**src/rtl/iodesc_pkg.sv**
```systemverilog
package iodesc_pkg;
    localparam int          DESC_W   = 64;
    localparam int          PORT_W   = 3;
    localparam int          FIELD_W  = 20;
    localparam logic [63:0] DESC_RST = 64'h0000_00FF_FFF0_0000;

    typedef struct packed {
        logic [PORT_W-1:0]  dest;
        logic               sel;
        logic [FIELD_W-1:0] rsvd;
        logic [FIELD_W-1:0] base;
        logic [FIELD_W-1:0] mask;
    } desc_t;

    typedef enum logic {S_IDLE, S_RESULT} rsp_state_e;
endpackage

```
**src/rtl/iodesc_regs.sv**
```systemverilog
module iodesc_regs
    import iodesc_pkg::*;
#(
    parameter int NUM_DESC = 4,
    parameter int IDX_W    = 3
) (
    input  logic              clk,
    input  logic              rst_n,
    input  logic              cfg_en,
    input  logic              cfg_wr,
    input  logic [IDX_W-1:0]  cfg_idx,
    input  logic [63:0]       cfg_wdata,
    output logic [63:0]       cfg_rdata,
    output logic              cfg_err,
    output desc_t             desc_o [NUM_DESC],
    output logic [PORT_W-1:0] dflt_port_o
);
    localparam logic [IDX_W-1:0] DFLT_IDX = IDX_W'(NUM_DESC);

    desc_t             desc_q [NUM_DESC];
    logic [PORT_W-1:0] dflt_q;
    logic              wr_go;

    assign wr_go = cfg_en && cfg_wr;

    for (genvar g = 0; g < NUM_DESC; g++) begin : g_desc
        always_ff @(posedge clk) begin
            if (!rst_n) begin
                desc_q[g] <= desc_t'(DESC_RST);
            end else if (wr_go && cfg_idx == IDX_W'(g)) begin
                desc_q[g] <= desc_t'({cfg_wdata[63:60], {FIELD_W{1'b0}}, cfg_wdata[39:0]});
            end
        end
        assign desc_o[g] = desc_q[g];
    end

    always_ff @(posedge clk) begin
        if (!rst_n) begin
            dflt_q <= '0;
        end else if (wr_go && cfg_idx == DFLT_IDX) begin
            dflt_q <= cfg_wdata[PORT_W-1:0];
        end
    end
    assign dflt_port_o = dflt_q;

    always_comb begin
        cfg_rdata = '0;
        cfg_err   = 1'b0;
        if (cfg_en) begin
            if (cfg_idx == DFLT_IDX) begin
                cfg_rdata = {{(64-PORT_W){1'b0}}, dflt_q};
            end else if (cfg_idx > DFLT_IDX) begin
                cfg_err = 1'b1;
            end
            for (int i = 0; i < NUM_DESC; i++) begin
                if (cfg_idx == IDX_W'(i)) cfg_rdata = desc_q[i];
            end
        end
    end
endmodule

```
**src/rtl/iodesc_match.sv**
```systemverilog
module iodesc_match
    import iodesc_pkg::*;
#(
    parameter int NUM_DESC = 4
) (
    input  desc_t               desc_i [NUM_DESC],
    input  logic [31:0]         addr,
    input  logic                special,
    output logic [NUM_DESC-1:0] hit
);
    logic [FIELD_W-1:0] page;
    assign page = addr[31:12];

    for (genvar g = 0; g < NUM_DESC; g++) begin : g_cmp
        assign hit[g] = ((page & desc_i[g].mask) == desc_i[g].base)
                        && (desc_i[g].sel == special);
    end
endmodule

```
**src/rtl/iodesc_prio.sv**
```systemverilog
module iodesc_prio
    import iodesc_pkg::*;
#(
    parameter int NUM_DESC = 4
) (
    input  logic [NUM_DESC-1:0] hit,
    input  desc_t               desc_i [NUM_DESC],
    output logic                any_hit,
    output logic                multi,
    output logic [PORT_W-1:0]   win_port
);
    always_comb begin
        win_port = '0;
        for (int i = NUM_DESC - 1; i >= 0; i--) begin
            if (hit[i]) win_port = desc_i[i].dest;
        end
    end

    assign any_hit = |hit;
    assign multi   = $countones(hit) > 1;
endmodule

```
**src/rtl/iodesc_router.sv**
```systemverilog
module iodesc_router
    import iodesc_pkg::*;
#(
    parameter int NUM_DESC = 4,
    parameter int IDX_W    = 3
) (
    input  logic             clk,
    input  logic             rst_n,
    input  logic             cfg_en,
    input  logic             cfg_wr,
    input  logic [IDX_W-1:0] cfg_idx,
    input  logic [63:0]      cfg_wdata,
    output logic [63:0]      cfg_rdata,
    output logic             cfg_err,
    input  logic             req_valid,
    output logic             req_ready,
    input  logic [31:0]      req_addr,
    input  logic             req_special,
    output logic             rsp_valid,
    output logic             rsp_hit,
    output logic             rsp_miss,
    output logic             rsp_multi,
    output logic [2:0]       rsp_port
);
    desc_t             desc [NUM_DESC];
    logic [PORT_W-1:0] dflt_port;
    logic [NUM_DESC-1:0] hit_vec;
    logic              any_hit, multi_hit;
    logic [PORT_W-1:0] win_port;
    logic              accept;
    rsp_state_e        state, nxt;

    iodesc_regs #(.NUM_DESC(NUM_DESC), .IDX_W(IDX_W)) u_regs (
        .clk(clk), .rst_n(rst_n), .cfg_en(cfg_en), .cfg_wr(cfg_wr),
        .cfg_idx(cfg_idx), .cfg_wdata(cfg_wdata), .cfg_rdata(cfg_rdata),
        .cfg_err(cfg_err), .desc_o(desc), .dflt_port_o(dflt_port)
    );

    iodesc_match #(.NUM_DESC(NUM_DESC)) u_match (
        .desc_i(desc), .addr(req_addr), .special(req_special), .hit(hit_vec)
    );

    iodesc_prio #(.NUM_DESC(NUM_DESC)) u_prio (
        .hit(hit_vec), .desc_i(desc), .any_hit(any_hit),
        .multi(multi_hit), .win_port(win_port)
    );

    assign req_ready = 1'b1;
    assign accept    = req_valid && req_ready;

    always_ff @(posedge clk) begin
        if (!rst_n) state <= S_IDLE;
        else        state <= nxt;
    end

    always_comb begin
        nxt = state;
        unique case (state)
            S_IDLE:   nxt = accept ? S_RESULT : S_IDLE;
            S_RESULT: nxt = accept ? S_RESULT : S_IDLE;
        endcase
    end

    always_ff @(posedge clk) begin
        if (!rst_n) begin
            rsp_hit   <= 1'b0;
            rsp_miss  <= 1'b0;
            rsp_multi <= 1'b0;
            rsp_port  <= '0;
        end else if (accept) begin
            rsp_hit   <= any_hit;
            rsp_miss  <= !any_hit;
            rsp_multi <= multi_hit;
            rsp_port  <= any_hit ? win_port : dflt_port;
        end
    end

    assign rsp_valid = (state == S_RESULT);
endmodule

```
**config.mk**
```make
export PLATFORM = sky130hd
export DESIGN_NAME = iodesc_router
export DESIGN_NICKNAME = d
export VERILOG_FILES = /design/src/rtl/iodesc_pkg.sv /design/src/rtl/iodesc_regs.sv /design/src/rtl/iodesc_match.sv /design/src/rtl/iodesc_prio.sv /design/src/rtl/iodesc_router.sv
export SDC_FILE = /design/constraint.sdc
export NUM_CORES = 1
export LEC_CHECK = 0
export BUFFER_PORTS_ARGS = -buffer_cell sky130_fd_sc_hd__buf_2
export CAP_MARGIN = 20
export CORE_MARGIN = 1
export CORE_UTILIZATION = 39
export CTS_BUF_LIST = sky130_fd_sc_hd__clkbuf_16
export DETAILED_ROUTE_END_ITERATION = 8
export GPL_TIMING_DRIVEN = 0
export HOLD_SLACK_MARGIN = 0.12
export PLACE_DENSITY = 0.6
export SLEW_MARGIN = 20
export SYNTH_ARGS = -nofsm -noshare
export SYNTH_HDL_FRONTEND = slang
export SYNTH_HIERARCHICAL = 1
export SYNTH_SLANG_ARGS = --single-unit
export TNS_END_PERCENT = 1
```
**constraint.sdc**
```tcl
create_clock -name clk -period 6.8 [get_ports clk]
set_input_delay 1.02 -clock clk [delete_from_list [all_inputs] [get_ports clk]]
set_output_delay 1.02 -clock clk [all_outputs]
set_load 0.005 [all_outputs]
```
# Word level (Yosys, flattened, before mapping)
# Memories as Yosys holds them, arrays and structs flattened.
# Cells that the tools add are included.
[totals]
elab_cells = 77
ram_bits = 176
ff_bits = 10
input_bits = 105
mem_count = 1
[classes]
bitwise_logic = 8
n_mux = 32
magnitude_cmp = 2
addsub = 3
n_eq_ne = 12
reduce_logical = 13
[memory_table]
columns = ["name", "depth", "word_bits", "rd", "rd_clocked_by_memory_dff", "write_ports", "line", "rtl"]
rows = [
  ["u_regs.desc_q", 4, 44, 4, 0, 4, "iodesc_regs.sv:20", "desc_t desc_q [NUM_DESC];"],
]
[ops]
columns = ["operator", "count"]
rows = [
  ["two-way mux 64 bit", 5],
  ["two-way mux 44 bit", 4],
  ["bitwise AND 20 bit", 4],
  ["equality test 20 bit", 4],
  ["adder 32 bit", 1],
  ["> comparator 32 x 2 -> 1 bit, second input constant", 1],
  ["two-way mux 3 bit", 6],
  ["two-way mux 1 bit", 17],
  ["logical AND 1 bit", 10],
  ["equality test 3 x 2 -> 1 bit, second input constant", 2],
  ["adder 1 x 1 -> 2 bit", 2],
  ["equality test 1 bit", 4],
  ["bitwise OR 1 bit", 4],
  ["OR reduction 4 bit", 1],
  ["equality test 3 x 1 -> 1 bit, second input constant", 1],
  ["equality test 3 bit, second input constant", 1],
  ["> comparator 3 bit, second input constant", 1],
  ["zero test 3 bit", 1],
  ["zero test 1 bit", 1],
]

# Logic depth before layout (Yosys ltp)
# Gate-level depths: netlist (run 1).
# An unclocked memory read counts as a cell.
[depth]
ltp_word = 9
ltp_mapped = 10
ltp_nobuf = 9

# Modules after synthesis
# The synthesis (run 1) kept the hierarchy.
[by_module_without_submodules]
columns = ["module", "area_each_um2", "n_inst", "cells_each", "seq_area_each_um2"]
rows = [
  ["iodesc_regs", 8768.4, 1, 672, 5345.1],
  ["iodesc_match", 1407.6, 1, 213, 0.0],
  ["iodesc_router", 282.8, 1, 27, 140.1],
  ["iodesc_prio", 138.9, 1, 23, 0.0],
]

# Worst setup path before layout (run 1)
# OpenSTA, ideal clock, no wires.
[synth_path]
path_kind = "input to register"
from = "input cfg_idx[1]"
to = "memory u_regs/desc_q[0][0] (netlist bit), enable pin"
arrival_ps = 4886
path_stages = 4
setup_slack_ps = 1403
path_buffers = 3
path_cell_list = "buf_2 buf_4 buf_2 o31ai_1"
[synth_lines]
columns = ["element", "line", "rtl"]
rows = [
  ["start, declared", "iodesc_router.sv:11", "input logic [IDX_W-1:0] cfg_idx,"],
  ["end, declared", "iodesc_regs.sv:20", ""],
]

# Worst setup path in the final report (run 1)
[layout_path]
from = "input cfg_idx[1]"
to = "output cfg_rdata[18]"
[layout_between]
elab_chain_len = 6
word_cells_on_any_way = 9
cone_classes = "3 x eq/ne; 5 x mux; 1 x reduce/logical"
[layout_rtl]
columns = ["element", "line", "rtl"]
rows = [
  ["zero test 3 bit", "iodesc_regs.sv:56", "if (cfg_idx == IDX_W'(i)) cfg_rdata = desc_q[i];"],
  ["two-way mux 64 bit (3 in series)", "iodesc_regs.sv:56", ""],
  ["two-way mux 64 bit *", "iodesc_regs.sv:56", ""],
  ["two-way mux 64 bit *", "iodesc_regs.sv:49", "if (cfg_en) begin"],
  ["end, declared", "iodesc_router.sv:13", "output logic [63:0] cfg_rdata,"],
]
# Every way passes the cells marked *; elsewhere a longest branch is shown, timed or not.

==> results of run 1 <==
worst reg2reg max path, cell delays in order, from the launching register on:
cell      delay (ns)
edfxtp_1        0.44
a21o_1          0.21
a211oi_1        0.39
nand4_1         0.16
nor4_1          0.98
inv_1           0.20
fa_1            0.47
o21ai_0         0.19
mux2i_1         0.10
nor2b_1         0.11
state kept, by name (all words and copies together) (netlist names):
signal	flops
u_regs/dflt_port_o	3
u_regs/desc_q	176
rsp_port	3
rsp_multi	1
rsp_hit	1
rsp_valid	1
rsp_miss	1
path summary, 6_finish.rpt:
| path | start | to | slack, ns | cells past startpoint |
|---|---|---|---|---|
| hold reg to reg | u_regs/dflt_port_o[0] | u_regs/dflt_port_o[0] | 0.51 | 2 |
| hold / removal | u_regs/dflt_port_o[0] | u_regs/dflt_port_o[0] | 0.51 | 2 |
| setup reg to reg | u_regs/desc_q[3][0] | rsp_multi | 3.49 | 9 |
| setup / recovery | cfg_idx[1] | cfg_rdata[18] | 2.64 | 6 |
metal layers:
| layer | vias to the layer above | wire length [um] |
|---|---|---|
| li1 | 3541 | - |
| met3 | 50 | 2810 |
| met4 | 0 | 790 |
| met1 | 3890 | 14500 |
| met5 | - | 0 |
| met2 | 419 | 15800 |
stage by stage:
stage	power (uW)	area (um2)	setup TNS (ns)	utilization (%)
2_1_floorplan	1550	10100	0	-
3_3_place_gp	1700	11100	-256.47	44.0
3_5_place_dp	1720	11400	0	45.1
4_1_cts	2690	12000	0	47.5
5_1_grt	2770	12000	0	47.5
6_report	2690	12000	0	47.5
cell usage in the layout, fill, tap and decap left out, types with 5 or more instances in the layout:
| cell | instances |
|---|---|
| edfxtp_1 | 176 |
| buf_2 | 143 |
| and2_1 | 97 |
| a21oi_1 | 85 |
| nand2b_1 | 62 |
| mux2i_1 | 49 |
| o221ai_1 | 41 |
| and3_1 | 34 |
| nand2_1 | 32 |
| buf_4 | 25 |
| conb_1 | 21 |
| or3_1 | 20 |
| xor2_1 | 19 |
| clkbuf_16 | 17 |
| nand3_1 | 16 |
| clkbuf_1 | 15 |
| o22a_1 | 14 |
| a21boi_0 | 12 |
| a211oi_1 | 12 |
| a21o_1 | 11 |
| and3b_1 | 11 |
| nand4_1 | 11 |
| dfxtp_1 | 10 |
| o21ai_0 | 6 |
| clkbuf_2 | 6 |
| buf_6 | 5 |
| buf_16 | 5 |
layout make-up:
type / instances / area, um2 / share of cell area [%]
tap: 330 / 413 / 3.45
clock buffer: 17 / 425 / 3.56
inverter: 6 / 22.5 / 0.188
buffer: 70 / 407 / 3.40
timing repair buffer: 133 / 837 / 7.00
clock inverter: 15 / 156 / 1.31
sequential: 186 / 5490 / 45.9
multi-input combinational: 612 / 4200 / 35.2
antenna: 1 / 2.50 / 0.0209
power by group:
group          switching (uW)  leakage [uW]  internal [uW]
Combinational             200       0.00261            129
Sequential               48.2       0.00180           1320
Clock                     501      0.000280            489
==> flow_summary.yaml, run 1 <==
route:
  routed_via_density: 5.77
  vias: 7900
  drc: 0
  antenna_left: 0
  drt-total-wl_um: 33900
  drt_iter0_drc: 780
  post_drt_wl_per_cell_um: 24.8
  dr.pass1.iters: 4
power:
  ir_drop_v: 0.000161
  power_density_nw_per_um2: 225
  leakage_uw: 0.00469
timing:
  finalClockSkew_ns: 0.0117
  fin_crit_sh_pct: 61.2
  holdWs_ns: 0.512
  fmax_mhz: 240
  final-setup-viol-count: 0
  hold_viol: 0
  fin_ws_ns: 2.64
  relSlewSlack_pct: 23.2
  tightestPinTransition_ns: 1.14
  grt_setup_unrepaired: "no"
  slew_viol_final: 0
  fin_crit_ns: 4.16
placed_design:
  place.gp.congestion: 0.879
  placedCellCount: 1337
  dpl.hpwl_um: 24800
  port_buffers: 121
  post-place-ws_ns: 2.75
clocking:
  cts_tree: "done"
  htree_levels: 4
  clk_path_buf_depth: 2
  cts_sinks: 186
  cts_resized: 0
  hold_buffers: 0
  cts_made_buffers: 17
  cts_setup_buffers: 0
  clkLatencyLatePin_ns: 0.45
  cts-root-buf: "clkbuf_16"
  clkTransAtPathRegs_ns: 0.07
global_routing:
  antenna_found_initial: 1
  grt_overflow: 0
  grt.total_usage_pct: 26.2
  grtUsageMet3_pct: 3.93
  use_met2_pct: 42.3
  grt_pass1_wl_um: 48500
  first_global_vias: 7422
  grt_max_degree: 20
  gr-usage-met1_pct: 36.0
  top_usage_layer: "met2"
flow_run:
  cap_violations: 0
critical_path:
  end_kind: "output pin"
  worstPathMaxFanout: 10
  max_stage_delay_ns: 0.75
  arrival_ns: 3.14
  critical_path_class: "in2out"
  slowest_stage: "clkbuf_1"
  timing.critical_path.max_delay_family: "buffers and inverters"
  path_common_cell: "buf_2"
  start_kind: "input port"
  crit_buf_inv: 3
  crit_required_ns: 5.78
  crit_chain: "buf_2 > nand3b_1 > clkbuf_1 > o221ai_1 > a21oi_1 > buf_2"
synthesis:
  yosysWarningCount: 6
  synthCells: 855
  synth_area_um2: 10000
  synth.avg_cell_area_um2: 11.7
floorplan:
  io_pins: 178
  die_area_um2: 26300
  die_w_um: 162
  core_um2: 25200
  initial_core_util_pct: 39.7
  num_rows: 58
  die_h_um: 162
finish:
  drive_gt1_share_pct: 23.2
  final_net_count: 1133
  syn_to_final_growth_pct: 19.6
  finalNonFillerCells: 1370
  nFillCells: 2358
status:
  outcome: "completed"
worst_hold_path:
  hold_path.class: "reg2reg"
(Power assumes the default switching activity.)
==> run 2, diff against run 1 <==
Settings changed: ABC_AREA set to 1, PLACE_DENSITY 0.6 to 0.59.
Clock period 6.8 ns to 3.9 ns, I/O delays scaled along.
==> run 2 against run 1 <==
  * Worst setup slack got worse by 1.6 ns
  * Sequential share of layout area fell by 3.0 points
  * Clock skew fell by 0.0032 ns
  * Hold slack got worse by 0.12 ns
  * Flip-flop and latch count stayed put
  * Sequential power grew 75%
  * Largest cell class unchanged
  * Largest power group unchanged
  * Highest routed layer unchanged
==> flow_summary.yaml, run 2 <==
status:
  outcome: "completed"
critical_path:
  crit_chain: "buf_6 > inv_2 > buf_4 > clkbuf_1 > nand3_1 > nand3_1 > nand2_1 > inv_1 > buf_2"
  worstPathMaxFanout: 10
  slowest_stage: "clkbuf_1"
  crit_required_ns: 3.31
  start_kind: "input port"
  arrival_ns: 2.28
  max_stage_delay_ns: 0.80
  critical_path_class: "in2out"
  path_common_cell: "nand3_1"
  end_kind: "output pin"
route:
  vias: 10300
  drt_iter0_drc: 1250
  drc: 0
  dr.pass1.iters: 5
  routed_via_density: 5.41
  drt-total-wl_um: 41400
  post_drt_wl_per_cell_um: 21.8
  antenna_left: 0
timing:
  fin_tns_setup_ns: 0
  fin_crit_sh_pct: 73.5
  slew_viol_final: 0
  tightestPinTransition_ns: 1.06
  relSlewSlack_pct: 29.1
  final-setup-viol-count: 0
  fin_crit_ns: 2.87
  fmax_mhz: 349
  finalClockSkew_ns: 0.00847
  grt_setup_unrepaired: "no"
  hold_viol: 0
clocking:
  clk_path_buf_depth: 2
  clkTransAtPathRegs_ns: 0.07
  hold_buffers: 0
  htree_levels: 4
  cts-root-buf: "clkbuf_16"
  cts_sinks: 186
  clkLatencyLatePin_ns: 0.44
  cts_setup_buffers: 0
  cts_tree: "done"
  cts_resized: 0
  cts_made_buffers: 17
floorplan:
  die_h_um: 168
  num_rows: 60
  die_w_um: 168
  initial_core_util_pct: 40.0
  io_pins: 178
  core_um2: 27000
  die_area_um2: 28400
power:
  seq_power_share_pct: 48.3
  ir_drop_v: 0.000206
  p_int_uw: 3550
  power.share.switching_pct: 28.3
  power_switching_uw: 1410
  p_comb_share_pct: 14.2
  clock_power_share_pct: 37.5
  leakage_uw: 0.00614
  power_density_nw_per_um2: 388
worst_hold_path:
  hold_path.class: "in2reg"
synthesis:
  yosysWarningCount: 6
  synth_area_um2: 10800
  synth.avg_cell_area_um2: 7.79
  synthCells: 1386
finish:
  syn_to_final_growth_pct: 18.3
  antenna_cells: 0
  final_cell_mix: "nand2_1, inv_1, edfxtp_1, nand3_1, nor2_1"
  largest_reg_flops: 176
  final_net_count: 1656
  final_util_pct: 47.3
  mostFrequentLayoutCell: "nand2_1"
  largest-register: "u_regs/desc_q"
  drive_gt1_share_pct: 15.9
global_routing:
  grt_pass1_wl_um: 59300
  grt_max_degree: 22
  first_global_vias: 9462
  antenna_found_initial: 1
  grt_overflow: 0
  grt.total_usage_pct: 29.3
placed_design:
  place.gp.congestion: 0.991
  port_buffers: 116
  dpl.hpwl_um: 30200
flow_run:
  cap_violations: 0
[run 2: power groups by stage]
stage / clock (uW) / combinational [uW] / sequential (uW)
after floorplan: 0 / 370 / 2410
after global placement: 0 / 634 / 2450
after detailed placement: 0 / 679 / 2440
after CTS: 1870 / 684 / 2390
after global routing: 1930 / 750 / 2410
final: 1860 / 703 / 2400
[run 2: final timing paths]
| kind | slack, ns | cells past startpoint | endpoint | from |
|---|---|---|---|---|
| worst min register to register | 0.49 | 2 | rsp_multi | rsp_multi |
| worst max register to register | 1.11 | 11 | rsp_multi | u_regs/desc_q[3][2] |
| worst max-delay path | 1.03 | 9 | cfg_rdata[15] | cfg_idx[2] |
| worst min-delay path | 0.39 | 3 | u_regs/dflt_port_o[1] | cfg_wdata[1] |
[run 2: worst max-delay path, delay by kind of cell]
family,cells,cell delay [ns]
buffers and inverters,6,1.29
and+or+nand+nor,3,0.40
[run 2: routing by layer]
layer,track usage (%),up-vias,share of wire [%]
li1,-,4758,-
met1,38.7,4767,40
met2,46.9,676,45
met4,12.5,0,3.9
met5,0,-,0
met3,5.90,96,11
[run 2: final cells by class]
type / count / area (um2)
clock inverter: 15 / 188
buffer: 87 / 512
timing repair buffer: 125 / 821
fill: 2729 / 14300
clock buffer: 17 / 425
sequential: 186 / 5490
multi-input combinational: 917 / 4110
tap: 341 / 427
inverter: 215 / 807
[run 2: per-stage QoR]
step	power, uW	hold WS, ns	instance area, um2	std cells	worst slack, ns
after global placement	3090	0.476	11900	1862	-3.60
after detailed placement	3120	0.480	12200	1871	0.888
after CTS	4940	0.384	12800	1903	1.15
after global routing	5090	0.393	12800	1903	0.987
final	4960	0.391	12800	1903	1.03
after floorplan	2780	0.487	10900	1405	-0.725
==> run 3, diff against run 2 <==
Settings changed: ABC_AREA 1 to 0, PLACE_DENSITY 0.59 to 0.62.
Clock period 3.9 ns to 2.3 ns, I/O delays scaled along.
==> run 3 against run 2 <==
  * The flow now finishes with violations (negative setup slack)
  * Clock power is 60% higher
  * Critical path type is now reg2reg
  * Final area is 5.1% lower
  * Clock skew is 0.0022 ns higher
  * Worst setup slack worse by 1.4 ns
  * Sequential share of layout area is 2.3 points higher
  * Final cell count is 28% lower
  * Via count is 23% lower
  * Non-clock buffer count is 2 lower
==> flow_summary.yaml, run 3 (synthesis results as in run 1) <==
status:
  violations: "negative setup slack"
  outcome: "finished, violations left"
timing:
  hold_viol: 0
  fin_ws_ns: -0.353
  slew_viol_final: 0
  fmax_mhz: 377
  fin_crit_ns: 2.65
  finalClockSkew_ns: 0.0106
  grt_setup_unrepaired: "yes"
  fin_crit_sh_pct: 115
  relSlewSlack_pct: 36.6
  holdWs_ns: 0.208
  final-setup-viol-count: 13
  tightestPinTransition_ns: 0.950
route:
  drt-total-wl_um: 33700
  met1_length_um: 13700
  drt_iter0_drc: 868
  dr.pass1.iters: 5
  top_layer_used: "met4"
  wl_met2_um: 15900
  routed_via_density: 5.72
  drc: 0
  post_drt_wl_per_cell_um: 24.4
  dr_wl_met3_um: 3390
  vias: 7880
  antenna_left: 0
critical_path:
  end_kind: "register"
  start_kind: "register"
  crit_chain: "a21o_2 > a211oi_4 > or4b_4 > nor4_4 > inv_2 > fa_1 > o21ai_1 > mux2i_1 > nor2b_1"
  max_stage_delay_ns: 0.53
  arrival_ns: 2.98
  slowest_stage: "or4b_4"
  crit_required_ns: 2.62
  worstPathMaxFanout: 4
  critical_path_class: "reg2reg"
placed_design:
  post-place-ws_ns: -0.923
  placed_area_um2: 11400
  port_buffers: 121
  dpl.hpwl_um: 24800
  place.gp.congestion: 0.884
  placedCellCount: 1338
floorplan:
  num_rows: 58
  die_h_um: 162
  die_area_um2: 26300
  initial_core_util_pct: 39.7
  io_pins: 178
  die_w_um: 162
  core_um2: 25200
global_routing:
  grt_pass1_wl_um: 47600
  grt.total_usage_pct: 25.7
  antenna_found_initial: 2
  grt_overflow: 0
  first_global_vias: 7379
  grt_max_degree: 18
finish:
  drive_gt1_share_pct: 24.7
  final_util_pct: 48.1
  final_net_count: 1140
  final_cell_mix: "edfxtp_1, buf_2, and2_1, a21oi_1, nand2b_1"
  nFillCells: 2318
  finish.instance_area_um2: 12100
  finalNonFillerCells: 1378
  largest-register: "u_regs/desc_q"
  mostFrequentLayoutCell: "edfxtp_1"
  largest_reg_flops: 176
  syn_to_final_growth_pct: 21.2
clocking:
  clkLatencyLatePin_ns: 0.44
  clk_path_buf_depth: 2
  cts_made_buffers: 17
  cts_sinks: 186
  htree_levels: 4
  clkTransAtPathRegs_ns: 0.07
  cts-root-buf: "clkbuf_16"
  cts_tree: "done"
power:
  leakage_uw: 0.00481
  power_density_nw_per_um2: 660
  ir_drop_v: 0.000508
worst_hold_path:
  hold_path.class: "in2reg"
flow_run:
  cap_violations: 0
-- run 3: cell count changes in the layout (fill, tap and decap cells not counted), sizes merged, moves of 15 or more --
cell,previous run,this run
a21oi,54,85
and2,2,97
and3,0,36
inv,220,11
mux2i,0,49
nand2,381,32
nand2b,0,62
nand3,165,16
nand4,44,11
nor2,164,5
o21ai,60,12
o221ai,0,41
or3,0,20
xor2,4,19
-- run 3: final timing paths --
path                                             from                    end  slack [ns]  cells after the start
worst max-delay path             u_regs/desc_q[0][14]              rsp_multi       -0.35                      9
worst min-delay path                    cfg_wdata[29]   u_regs/desc_q[0][29]        0.21                      2
worst max register to register   u_regs/desc_q[0][14]              rsp_multi       -0.35                      9
worst min register to register  u_regs/dflt_port_o[0]  u_regs/dflt_port_o[0]        0.50                      2
-- run 3: layout make-up --
| type | instances | area, um2 | area share [%] |
|---|---|---|---|
| antenna | 2 | 5.00 | 0.0413 |
| buffer | 70 | 420 | 3.47 |
| clock buffer | 17 | 425 | 3.51 |
| clock inverter | 15 | 164 | 1.35 |
| inverter | 6 | 22.5 | 0.186 |
| multi-input combinational | 612 | 4290 | 35.4 |
| sequential | 186 | 5490 | 45.3 |
| tap | 330 | 413 | 3.41 |
| timing repair buffer | 140 | 897 | 7.40 |
-- run 3: per-stage QoR --
stage                     TNS [ns]  total power (uW)
after floorplan             -23.65              4570
after global placement     -212.71              5010
after detailed placement    -20.25              5070
after CTS                    -2.54              8010
after global routing         -2.44              8230
final                        -1.62              8000
-- run 3: critical path, delay by kind of cell (launching register included) --
kind | cells | cell delay, ns
multiplexers | 1 | 0.13
adder cells (fa/ha/maj) | 1 | 0.49
buffers and inverters | 1 | 0.11
AND/OR/NAND/NOR | 3 | 0.85
flip-flops | 1 | 0.41
AO/OA/AOI/OAI | 3 | 0.54
-- run 3: metal layers --
layer | up-vias | global-route usage, %
met5 | - | 0
met4 | 0 | 7.59
met3 | 51 | 5.69
met2 | 484 | 42.2
met1 | 3788 | 33.9
li1 | 3557 | -
-- run 3: what timing repair did --
| item | in CTS | in global routing |
|---|---|---|
| pin swaps | 5 | 4 |
| hold buffers | 0 | 0 |
| resized for setup | 18 | 8 |
| setup endpoints to repair | 36 | 25 |
| buffers inserted | 2 | 4 |
-- run 3: report_power, final --
part	internal, uW	leakage, uW	switching (uW)
Sequential	3900	0.00180	142
Clock	1620	0.000289	1340
Combinational	389	0.00272	598
